==> src/rtl/spi_wd_pkg.sv <==
package spi_wd_pkg;
  localparam int WD_LIMIT_W = 12;
  typedef logic [WD_LIMIT_W-1:0] wd_limit_t;

  // Stall limit, in 100 us ticks, for each selector code (0 = off)
  function automatic wd_limit_t wd_ticks_for_code(input logic [3:0] code);
    case (code)
      4'h1: return wd_limit_t'(5);
      4'h2: return wd_limit_t'(10);
      4'h3: return wd_limit_t'(20);
      4'h4: return wd_limit_t'(30);
      4'h5: return wd_limit_t'(40);
      4'h6: return wd_limit_t'(50);
      4'h7: return wd_limit_t'(100);
      4'h8: return wd_limit_t'(150);
      4'h9: return wd_limit_t'(200);
      4'hA: return wd_limit_t'(300);
      4'hB: return wd_limit_t'(400);
      4'hC: return wd_limit_t'(500);
      4'hD: return wd_limit_t'(850);
      4'hE: return wd_limit_t'(1000);
      4'hF: return wd_limit_t'(2000);
      default: return wd_limit_t'(0);
    endcase
  endfunction
endpackage

==> src/rtl/wd_edge_mon.sv <==
module wd_edge_mon (
  input  logic clk,
  input  logic rst_n,
  input  logic sclk_sync,
  input  logic csn_sync,
  output logic sclk_edge,
  output logic cs_rise
);
  logic sclk_q;
  logic csn_q;

  always_ff @(posedge clk or negedge rst_n) begin
    if (!rst_n) begin
      sclk_q <= 1'b0;
      csn_q  <= 1'b1;
    end else begin
      sclk_q <= sclk_sync;
      csn_q  <= csn_sync;
    end
  end

  assign sclk_edge = sclk_sync ^ sclk_q;
  assign cs_rise   = csn_sync & ~csn_q;
endmodule

==> src/rtl/wd_tick_gen.sv <==
module wd_tick_gen #(
  parameter int TICK_DIV = 10000
) (
  input  logic clk,
  input  logic rst_n,
  input  logic clr,
  output logic tick
);
  localparam int PW = (TICK_DIV > 1) ? $clog2(TICK_DIV) : 1;
  localparam logic [PW-1:0] LAST = PW'(TICK_DIV - 1);

  logic [PW-1:0] cnt;

  assign tick = (cnt == LAST);

  always_ff @(posedge clk or negedge rst_n) begin
    if (!rst_n)       cnt <= '0;
    else if (clr)     cnt <= '0;
    else if (tick)    cnt <= '0;
    else              cnt <= cnt + 1'b1;
  end
endmodule

==> src/rtl/wd_stall_timer.sv <==
module wd_stall_timer
  import spi_wd_pkg::*;
(
  input  logic      clk,
  input  logic      rst_n,
  input  logic      reload,
  input  logic      tick,
  input  wd_limit_t limit,
  output logic      hit
);
  wd_limit_t cnt;
  logic      armed;
  logic [WD_LIMIT_W:0] next_cnt;

  assign next_cnt = {1'b0, cnt} + 1'b1;
  assign hit = armed && tick && !reload && (limit != '0)
               && (next_cnt >= {1'b0, limit});

  always_ff @(posedge clk or negedge rst_n) begin
    if (!rst_n) begin
      cnt   <= '0;
      armed <= 1'b1;
    end else if (reload) begin
      cnt   <= '0;
      armed <= 1'b1;
    end else if (hit) begin
      cnt   <= '0;
      armed <= 1'b0;
    end else if (armed && tick && (limit != '0)) begin
      cnt   <= next_cnt[WD_LIMIT_W-1:0];
    end
  end
endmodule

==> src/rtl/spi_clk_watchdog.sv <==
module spi_clk_watchdog
  import spi_wd_pkg::*;
#(
  parameter int TICK_DIV = 10000
) (
  input  logic       clk,
  input  logic       rst_n,
  input  logic       sclk_sync,
  input  logic       csn_sync,
  input  logic [3:0] tmo_code,
  input  logic       cmd_bits_done,
  input  logic       flags_clear,
  output logic       spi_reset,
  output logic       flag_timeout,
  output logic       flag_cs_abort
);
  logic sclk_edge;
  logic cs_rise;
  logic reload;
  logic tick;
  logic tmo_hit;
  logic cs_err_hit;
  logic seen_edge;
  logic cmd_done;
  wd_limit_t limit;

  wd_edge_mon u_edge (
    .clk(clk), .rst_n(rst_n), .sclk_sync(sclk_sync), .csn_sync(csn_sync),
    .sclk_edge(sclk_edge), .cs_rise(cs_rise)
  );

  assign reload = csn_sync | sclk_edge;
  assign limit  = wd_ticks_for_code(tmo_code);

  wd_tick_gen #(.TICK_DIV(TICK_DIV)) u_tick (
    .clk(clk), .rst_n(rst_n), .clr(reload), .tick(tick)
  );

  wd_stall_timer u_timer (
    .clk(clk), .rst_n(rst_n), .reload(reload), .tick(tick),
    .limit(limit), .hit(tmo_hit)
  );

  // Command progress within the current frame
  always_ff @(posedge clk or negedge rst_n) begin
    if (!rst_n) begin
      seen_edge <= 1'b0;
      cmd_done  <= 1'b0;
    end else if (csn_sync || tmo_hit) begin
      seen_edge <= 1'b0;
      cmd_done  <= 1'b0;
    end else begin
      if (sclk_edge)     seen_edge <= 1'b1;
      if (cmd_bits_done) cmd_done  <= 1'b1;
    end
  end

  assign cs_err_hit = cs_rise && seen_edge && !cmd_done && !cmd_bits_done;

  always_ff @(posedge clk or negedge rst_n) begin
    if (!rst_n) begin
      spi_reset     <= 1'b0;
      flag_timeout  <= 1'b0;
      flag_cs_abort <= 1'b0;
    end else begin
      spi_reset <= tmo_hit;
      if (tmo_hit)          flag_timeout <= 1'b1;
      else if (flags_clear) flag_timeout <= 1'b0;
      if (cs_err_hit)       flag_cs_abort <= 1'b1;
      else if (flags_clear) flag_cs_abort <= 1'b0;
    end
  end
endmodule

==> config.mk <==
export PLATFORM = sky130hd
export DESIGN_NAME = spi_clk_watchdog
export DESIGN_NICKNAME = d
export VERILOG_FILES = /design/src/rtl/spi_wd_pkg.sv /design/src/rtl/wd_edge_mon.sv /design/src/rtl/wd_tick_gen.sv /design/src/rtl/wd_stall_timer.sv /design/src/rtl/spi_clk_watchdog.sv
export SDC_FILE = /design/constraint.sdc
export NUM_CORES = 1
export LEC_CHECK = 0
export ABC_AREA = 1
export BUFFER_PORTS_ARGS = -buffer_cell sky130_fd_sc_hd__buf_2
export CORE_UTILIZATION = 45
export CTS_CLUSTER_SIZE = 10
export DETAILED_ROUTE_END_ITERATION = 10
export PLACE_DENSITY_LB_ADDON = 0.12
export SLEW_MARGIN = 20
export SYNTH_ARGS = -nofsm -noshare
export SYNTH_HDL_FRONTEND = slang
export SYNTH_SLANG_ARGS = --single-unit
==> constraint.sdc <==
create_clock -name clk -period 2.4 [get_ports clk]
set_clock_uncertainty 0.1 [all_clocks]
set_input_delay 0.36 -clock clk [delete_from_list [all_inputs] [get_ports clk]]
set_output_delay 0.36 -clock clk [all_outputs]
set_load 0.05 [all_outputs]
==> impl_metrics.csv, run 1 <==
group,metric,value,unit
power_and_ir_drop,p_comb_share,13.2,%
grt,grt_max_degree,35,
cts,reg_clk_slew_reported_paths,70,ps
worst_setup_path,crit_path_cell_trace,"buf_4 -> inv_1 -> nor2_4 -> nand3_4 -> nor2_4 -> xor2_2 -> ha_1 -> nand2_2 -> o21a_1 -> nand2_1 -> nand2_1 -> nand2_2 -> nor2_4 -> buf_6 -> nand2_1 -> nand2_1",
yosys,synthFlopType,"sky130_fd_sc_hd__dfrtp_1",
power_and_ir_drop,power.density,398,mW/mm^2
worst_setup_path,critical_path_arrival,2550,ps
routing,via_cell_ratio,4.71,
worst_setup_path,path_common_cell,"sky130_fd_sc_hd__nand2_1",
timing,finalWorstSetupSlack,-34.4,ps
worst_setup_path,critPathMaxStageDelay,350,ps
worst_setup_path,cp.buffers_inverters,3,
cts,cts_hold_buffers,0,
yosys,number_of_synthesized_flops_with_an_enable_pin,0,
timing,timing_max_transition_violations_final,0,
grt,first_global_vias,1828,
timing,timing.fmax,411,MHz
timing,tightest_slew,745,ps
cts,tritoncts,"yes",
cts,clock_sinks,34,
worst_setup_path,rrSetupSlack,-30,ps
timing,finalSetupViolations,9,
cts,cts_max_path_buffers,2,
cts,clock_tree.htree_level_count,2,
floorplanning,num_io_pins,13,
floorplanning,placementRows,26,
worst_setup_path,setup.worst_path.end_class,"register",
yosys,synth_seq_cells,34,
placement,place.gp.congestion,0.842,
yosys,synthesized_nets,358,
grt,groute.usage.overall,18.8,%
routing,remaining_drc_errors,0,
placement,io_buffers,12,
timing,timing.setup.tns,-123,ps
placement,dp.cells,427,
layout,antenna-diode-count,0,
timing,unrepaired_setup_endpoints_after_global_routing,"yes",
layout,syn_to_final_growth,23.7,%
cts,ctsRootBufferMaster,"sky130_fd_sc_hd__clkbuf_8",
power_and_ir_drop,power.clock.fraction,36.5,%
floorplanning,fp.dieArea,0.00555,sq mm
power_and_ir_drop,power.share.switching,25.4,%
timing,finalHoldViolations,0,
layout,drive_gt1_share,23.4,%
yosys,netlist_area,0.00236,sq mm
yosys,synth-seq-area-share,36.1,%
layout,layoutNonFillerInstCount,438,
layout,stdcell_area,0.00292,sq mm
floorplanning,design.core.area,0.00507,sq mm
power_and_ir_drop,leakagePower,1.55,nW
layout,ff_latch_area,853,sq um
timing,finalCriticalPeriod,2430,ps
worst_setup_path,cp_max_fo,6,
cts,cts_made_buffers,5,
floorplanning,initial_core_util,46.6,%
routing,dr_total_vias,2065,
power_and_ir_drop,switching_power,0.000296,W
yosys,postSynthCellCount,328,
worst_setup_path,crit-reg2reg-launch,"u_timer.cnt[0]$_DFFE_PN0P_",
yosys,syn-mean-instance-area,7.21,sq um
routing,routed_wire_length,4.85,mm
grt,remaining_overflow_grt,0,
placement,place_area,0.00263,sq mm
floorplanning,die-width,74.5,um
grt,grt_antenna_before_repair,0,
job,max-cap-violations,0,
layout,design.final.nets,397,
yosys,synthDistinctLibCells,29,
routing,wl_per_cell,11.1,um
timing,max-slew-margin-rel,50.3,%
routing,detailedRoute.firstIterationViolations,118,
grt,first_pass_grt_wire_length,8.05,mm
status,violations,"setup timing",
yosys,synth-async-reset-ratio,100,%
hold_path,hp-class,"input pin to async pin",
routing,detailedRoute.firstPassIterationCount,4,
layout,fill_cells,480,
power_and_ir_drop,sequentialPowerShare,50.3,%
yosys,yosys_warnings,0,
status,outcome,"finished, violations left",
layout,post-route-util,57.6,%
routing,final_antenna_net_count,0,
worst_setup_path,timing.critical_path.from_type,"register",
layout,area_of_combinational_cells_with_multiple_inputs,0.00149,sq mm
worst_setup_path,crit_path_start,"u_timer.cnt[0]$_DFFE_PN0P_",
worst_setup_path,setup.worst_path.class,"register to register",
placement,dpl.hpwl,3.65,mm
power_and_ir_drop,ir_drop,284,uV
power_and_ir_drop,design_power_total,0.00116,W
worst_setup_path,cell_type_group_with_the_largest_total_delay_on_the_critical_path,"simple AND/OR/NAND/NOR gates",
worst_setup_path,worst_ep_required_time,2510,ps
worst_setup_path,cp_max_stage_cell,"sky130_fd_sc_hd__dfrtp_1",
power_and_ir_drop,internal_power,0.000868,W
timing,final_period_utilization,101,%
cts,worstSkewPairLatency,280,ps
floorplanning,fp.dieH,74.5,um
[synth_stat cells, types with 4 or more instances]
cell	n	area share, %
sky130_fd_sc_hd__a21oi_1	4	0.85
sky130_fd_sc_hd__ha_1	20	11
sky130_fd_sc_hd__dfrtp_1	32	34
sky130_fd_sc_hd__nor2_2	5	1.3
sky130_fd_sc_hd__buf_6	4	1.9
sky130_fd_sc_hd__nor2_1	43	6.8
sky130_fd_sc_hd__nand4_1	4	1.1
sky130_fd_sc_hd__nor3_1	12	2.5
sky130_fd_sc_hd__nand3_1	15	3.2
sky130_fd_sc_hd__inv_1	40	6.3
sky130_fd_sc_hd__nand2_1	110	17
sky130_fd_sc_hd__xor2_1	9	3.3
sky130_fd_sc_hd__xnor2_1	4	1.5
sky130_fd_sc_hd__nor3b_1	4	1.3
[worst paths after layout]
kind,cells after the start,to
setup / recovery,16,u_timer.cnt[10]$_DFFE_PN0P_
hold / removal,1,u_tick.cnt[4]$_DFF_PN0_
setup reg to reg,16,u_timer.cnt[10]$_DFFE_PN0P_
hold reg to reg,1,u_tick.cnt[0]$_DFF_PN0_
max in group asynchronous,1,flag_timeout$_DFFE_PN0P_
min in group clk,1,u_edge.csn_q$_DFF_PN1_
[cells in the final DEF, fill, tap and decap left out, types with 2 or more instances in the layout]
cell and n:
sky130_fd_sc_hd__clkbuf_8 6, sky130_fd_sc_hd__xor2_2 4, sky130_fd_sc_hd__inv_1 40, sky130_fd_sc_hd__a31oi_1 2
sky130_fd_sc_hd__buf_2 12, sky130_fd_sc_hd__xnor2_1 4, sky130_fd_sc_hd__ha_4 2, sky130_fd_sc_hd__nor2_2 6
sky130_fd_sc_hd__xor2_1 5, sky130_fd_sc_hd__dfstp_2 2, sky130_fd_sc_hd__nor3b_1 4, sky130_fd_sc_hd__nand3_2 2
sky130_fd_sc_hd__nand4_1 4, sky130_fd_sc_hd__nand3_1 14, sky130_fd_sc_hd__dfrtp_1 32, sky130_fd_sc_hd__nand2_4 3
sky130_fd_sc_hd__ha_1 17, sky130_fd_sc_hd__a21oi_2 2, sky130_fd_sc_hd__buf_4 22, sky130_fd_sc_hd__nor2_1 36
sky130_fd_sc_hd__nor3_1 10, sky130_fd_sc_hd__o21ai_0 3, sky130_fd_sc_hd__buf_6 2, sky130_fd_sc_hd__o21a_1 2
sky130_fd_sc_hd__nor2_4 7, sky130_fd_sc_hd__inv_2 2, sky130_fd_sc_hd__nand2_2 8, sky130_fd_sc_hd__nand2_1 100
sky130_fd_sc_hd__a21oi_1 3
[logic make-up after synthesis]
group	count (synthesis)	synth area share (%)
compound gates	14	3.60
xor+xnor	13	4.81
fa+ha+maj	20	10.6
buf+inv	46	8.57
flops	34	36.1
simple gates	201	36.3
[layout make-up]
cell class	instances	area share (%)
clock inverter	1	0.171
inverter	42	5.39
multi-input combinational	248	50.8
timing repair buffer	36	8.47
clock buffer	7	2.95
sequential	34	29.2
tap	70	3.00
[per-stage QoR]
stage | setup slack (ps) | hold WS (ps)
floorplan | 144 | -35.6
global placement | -103 | 348
detailed placement | -152 | 367
CTS | 2.28 | 69.0
global route | -188 | 104
finish | -34.4 | 46.1
[layer usage]
layer	part of all wire [%]	vias up	wire [um]	GRT usage (%)
met5	0	-	0	0
met4	0.083	0	4	3.14
met3	2.6	2	127	4.20
met2	46	31	2250	29.0
met1	51	937	2470	27.1
li1	-	1095	-	-
[repair_timing]
action,CTS,global route
setup buffers,1,2
pin swaps,8,18
setup endpoints to repair,16,16
hold endpoints to repair,0,0
gates resized for setup,14,27
[power by group through the flow]
stage,Combinational [W],Sequential (W),Clock (W)
CTS,0.000150,0.000586,0.000440
global placement,0.000148,0.000596,0
global route,0.000179,0.000586,0.000461
floorplan,0.0000931,0.000599,0
finish,0.000153,0.000586,0.000425
detailed placement,0.000149,0.000597,0
[registers in the layout, summed over array words and instances (netlist names)]
signal / count
flag_cs_abort: 1
seen_edge: 1
u_timer.armed: 1
flag_timeout: 1
u_edge.csn_q: 1
cmd_done: 1
spi_reset: 1
u_edge.sclk_q: 1
u_timer.cnt: 12
u_tick.cnt: 14
No activity file was read; power rests on OpenSTA's default activity.
==> run 2, diff against run 1 <==
Settings changed: PLACE_DENSITY from default to 0.69, PLACE_DENSITY_LB_ADDON 0.12 to default.
==> run 2 against run 1 <==
The run still ends with setup timing left. Maximum frequency shrank 2.0%. Non-clock buffer count grew 11. Setup slack lost 49 ps. Register-to-register slack lost 50 ps. Total power shrank 0.53%. Sequential share of layout area shrank 0.76 points. Final cell count grew 2.5%. Sequential power is essentially flat. Via count grew 8.3%. Routed wire length grew 9.3%. Critical path depth shrank 1. Highest routed layer unchanged.
==> impl_metrics.csv, run 2 (synthesized netlist as in run 1, its figures left out) <==
group,metric,value,unit
layout,most-common-layout-cells,"sky130_fd_sc_hd__nand2_1 (99), sky130_fd_sc_hd__nor2_1 (39), sky130_fd_sc_hd__inv_1 (38)",
power_and_ir_drop,leakagePower,1.59,nW
grt,first_global_vias,2021,
cts,tritoncts,"yes",
layout,regMostFlops,"u_tick.cnt",
timing,finalCriticalPeriod,2480,ps
status,outcome,"finished, violations left",
cts,cts_made_buffers,5,
floorplanning,fp.dieH,74.5,um
worst_setup_path,worst_ep_required_time,2520,ps
job,max-cap-violations,0,
layout,drive_gt1_share,26.1,%
placement,place_area,0.00267,sq mm
cts,cts_max_path_buffers,2,
floorplanning,placementRows,26,
layout,largestRegisters,"u_tick.cnt: 14 flops, u_timer.cnt: 12 flops",
layout,syn_to_final_growth,27.1,%
cts,reg_clk_slew_reported_paths,80,ps
grt,groute.usage.overall,20.2,%
placement,io_buffers,12,
floorplanning,num_io_pins,13,
routing,final_antenna_net_count,0,
worst_setup_path,setup.worst_path.class,"register to register",
timing,finalWorstSetupSlack,-83.1,ps
cts,clock_sinks,34,
layout,design.final.nets,408,
cts,ctsRootBufferMaster,"sky130_fd_sc_hd__clkbuf_8",
placement,place.gp.congestion,0.880,
layout,max_ffs_per_register,14,
routing,dr_total_vias,2236,
layout,stdcell_area,0.00301,sq mm
worst_setup_path,cp_max_fo,6,
layout,post-route-util,59.2,%
timing,final_period_utilization,103,%
floorplanning,fp.dieArea,0.00555,sq mm
worst_setup_path,timing.critical_path.from_type,"register",
grt,grt_max_degree,35,
routing,wl_per_cell,11.8,um
worst_setup_path,timing.reg2reg.worst_path_depth,15,
grt,remaining_overflow_grt,0,
placement,dpl.hpwl,3.75,mm
cts,cts_hold_buffers,0,
cts,clock_tree.htree_level_count,2,
floorplanning,die-width,74.5,um
timing,finalHoldViolations,0,
grt,first_pass_grt_wire_length,8.62,mm
floorplanning,design.core.area,0.00507,sq mm
timing,tightest_slew,760,ps
worst_setup_path,critical_path_arrival,2600,ps
layout,fill_cells,448,
status,violations,"setup timing",
timing,timing_max_transition_violations_final,0,
timing,timing.fmax,403,MHz
routing,via_cell_ratio,4.98,
layout,ff_latch_area,855,sq um
routing,detailedRoute.firstPassIterationCount,4,
timing,unrepaired_setup_endpoints_after_global_routing,"yes",
timing,max-slew-margin-rel,49.4,%
worst_setup_path,setup.worst_path.end_class,"register",
hold_path,hp-class,"input pin to async pin",
routing,detailedRoute.firstIterationViolations,80,
layout,final_common_cell,"sky130_fd_sc_hd__nand2_1",
grt,grt_antenna_before_repair,0,
cts,worstSkewPairLatency,280,ps
floorplanning,initial_core_util,46.6,%
routing,routed_wire_length,5.30,mm
power_and_ir_drop,ir_drop,360,uV
timing,timing.setup.tns,-820,ps
routing,remaining_drc_errors,0,
timing,finalSetupViolations,16,
layout,antenna-diode-count,0,
power_and_ir_drop,power.density,385,mW/mm^2
layout,area_of_combinational_cells_with_multiple_inputs,0.00149,sq mm
run 2: changes by cell type in the layout (fill, tap and decap cells not counted), moves of 2 or more:
cell,delta
sky130_fd_sc_hd__inv_1,-2
sky130_fd_sc_hd__nand2_2,+2
sky130_fd_sc_hd__nor2_1,+3
sky130_fd_sc_hd__nor2_4,-2
sky130_fd_sc_hd__inv_2,+2
sky130_fd_sc_hd__buf_4,+11
sky130_fd_sc_hd__xor2_2,-2
run 2: per-stage QoR:
step	instances	hold WS (ps)	setup WS, ps	power, W
after global placement	433	353	-152	0.000746
final	449	32.6	-83.1	0.00116
after detailed placement	433	358	-215	0.000750
after CTS	442	69.8	1.59	0.00116
after floorplan	328	-35.6	144	0.000692
after global routing	449	105	-190	0.00121
run 2: power by group:
group | total [W] | switching [W] | internal (W)
Combinational | 0.000160 | 0.000101 | 0.0000598
Sequential | 0.000586 | 0.00000439 | 0.000581
Clock | 0.000411 | 0.000206 | 0.000205
Total | 0.00116 | 0.000311 | 0.000847
run 2: critical path, stage by stage (launching register included):
cell and delay [ps]:
sky130_fd_sc_hd__dfrtp_1 360, sky130_fd_sc_hd__ha_2 210, sky130_fd_sc_hd__nand2_4 60, sky130_fd_sc_hd__nor2_4 160, sky130_fd_sc_hd__nand2_2 110, sky130_fd_sc_hd__nor2_2 140, sky130_fd_sc_hd__xor2_1 210, sky130_fd_sc_hd__ha_1 280
sky130_fd_sc_hd__nand2_1 70, sky130_fd_sc_hd__nand3b_1 70, sky130_fd_sc_hd__nor2_1 140, sky130_fd_sc_hd__nand2_2 100, sky130_fd_sc_hd__nor2_4 150, sky130_fd_sc_hd__buf_6 140, sky130_fd_sc_hd__nand2_2 50, sky130_fd_sc_hd__nand2_1 70
run 2: routing by layer:
metal / vias to the layer above / wire [um] / GRT usage, %
li1: 1122 / - / -
met1: 1059 / 2530 / 28.0
met2: 47 / 2510 / 32.7
met3: 8 / 174 / 2.85
met4: 0 / 81 / 6.08
met5: - / 0 / 0
run 2: what timing repair did:
item	CTS	global route
setup buffers	1	7
endpoints found under the setup margin	16	16
resized for setup	17	26
cloned	0	0
pin swaps	5	19
run 2: path summary, 6_finish.rpt:
| path | startpoint | endpoint | slack (ps) |
|---|---|---|---|
| min in group clk | sclk_sync | u_edge.sclk_q$_DFF_PN0_ | 110 |
| max in group asynchronous | rst_n | u_timer.cnt[2]$_DFFE_PN0P_ | 1650 |
| hold / removal | rst_n | u_timer.cnt[0]$_DFFE_PN0P_ | 30 |
| setup / recovery | u_timer.cnt[0]$_DFFE_PN0P_ | u_timer.cnt[5]$_DFFE_PN0P_ | -80 |
| setup reg to reg | u_timer.cnt[0]$_DFFE_PN0P_ | u_timer.cnt[5]$_DFFE_PN0P_ | -80 |
| hold reg to reg | u_tick.cnt[0]$_DFF_PN0_ | u_tick.cnt[0]$_DFF_PN0_ | 360 |
run 2: final cells by class:
type	count	area share [%]
inverter	42	5.24
clock inverter	1	0.250
multi-input combinational	248	49.6
tap	70	2.91
sequential	34	28.4
timing repair buffer	47	11.0
clock buffer	7	2.54
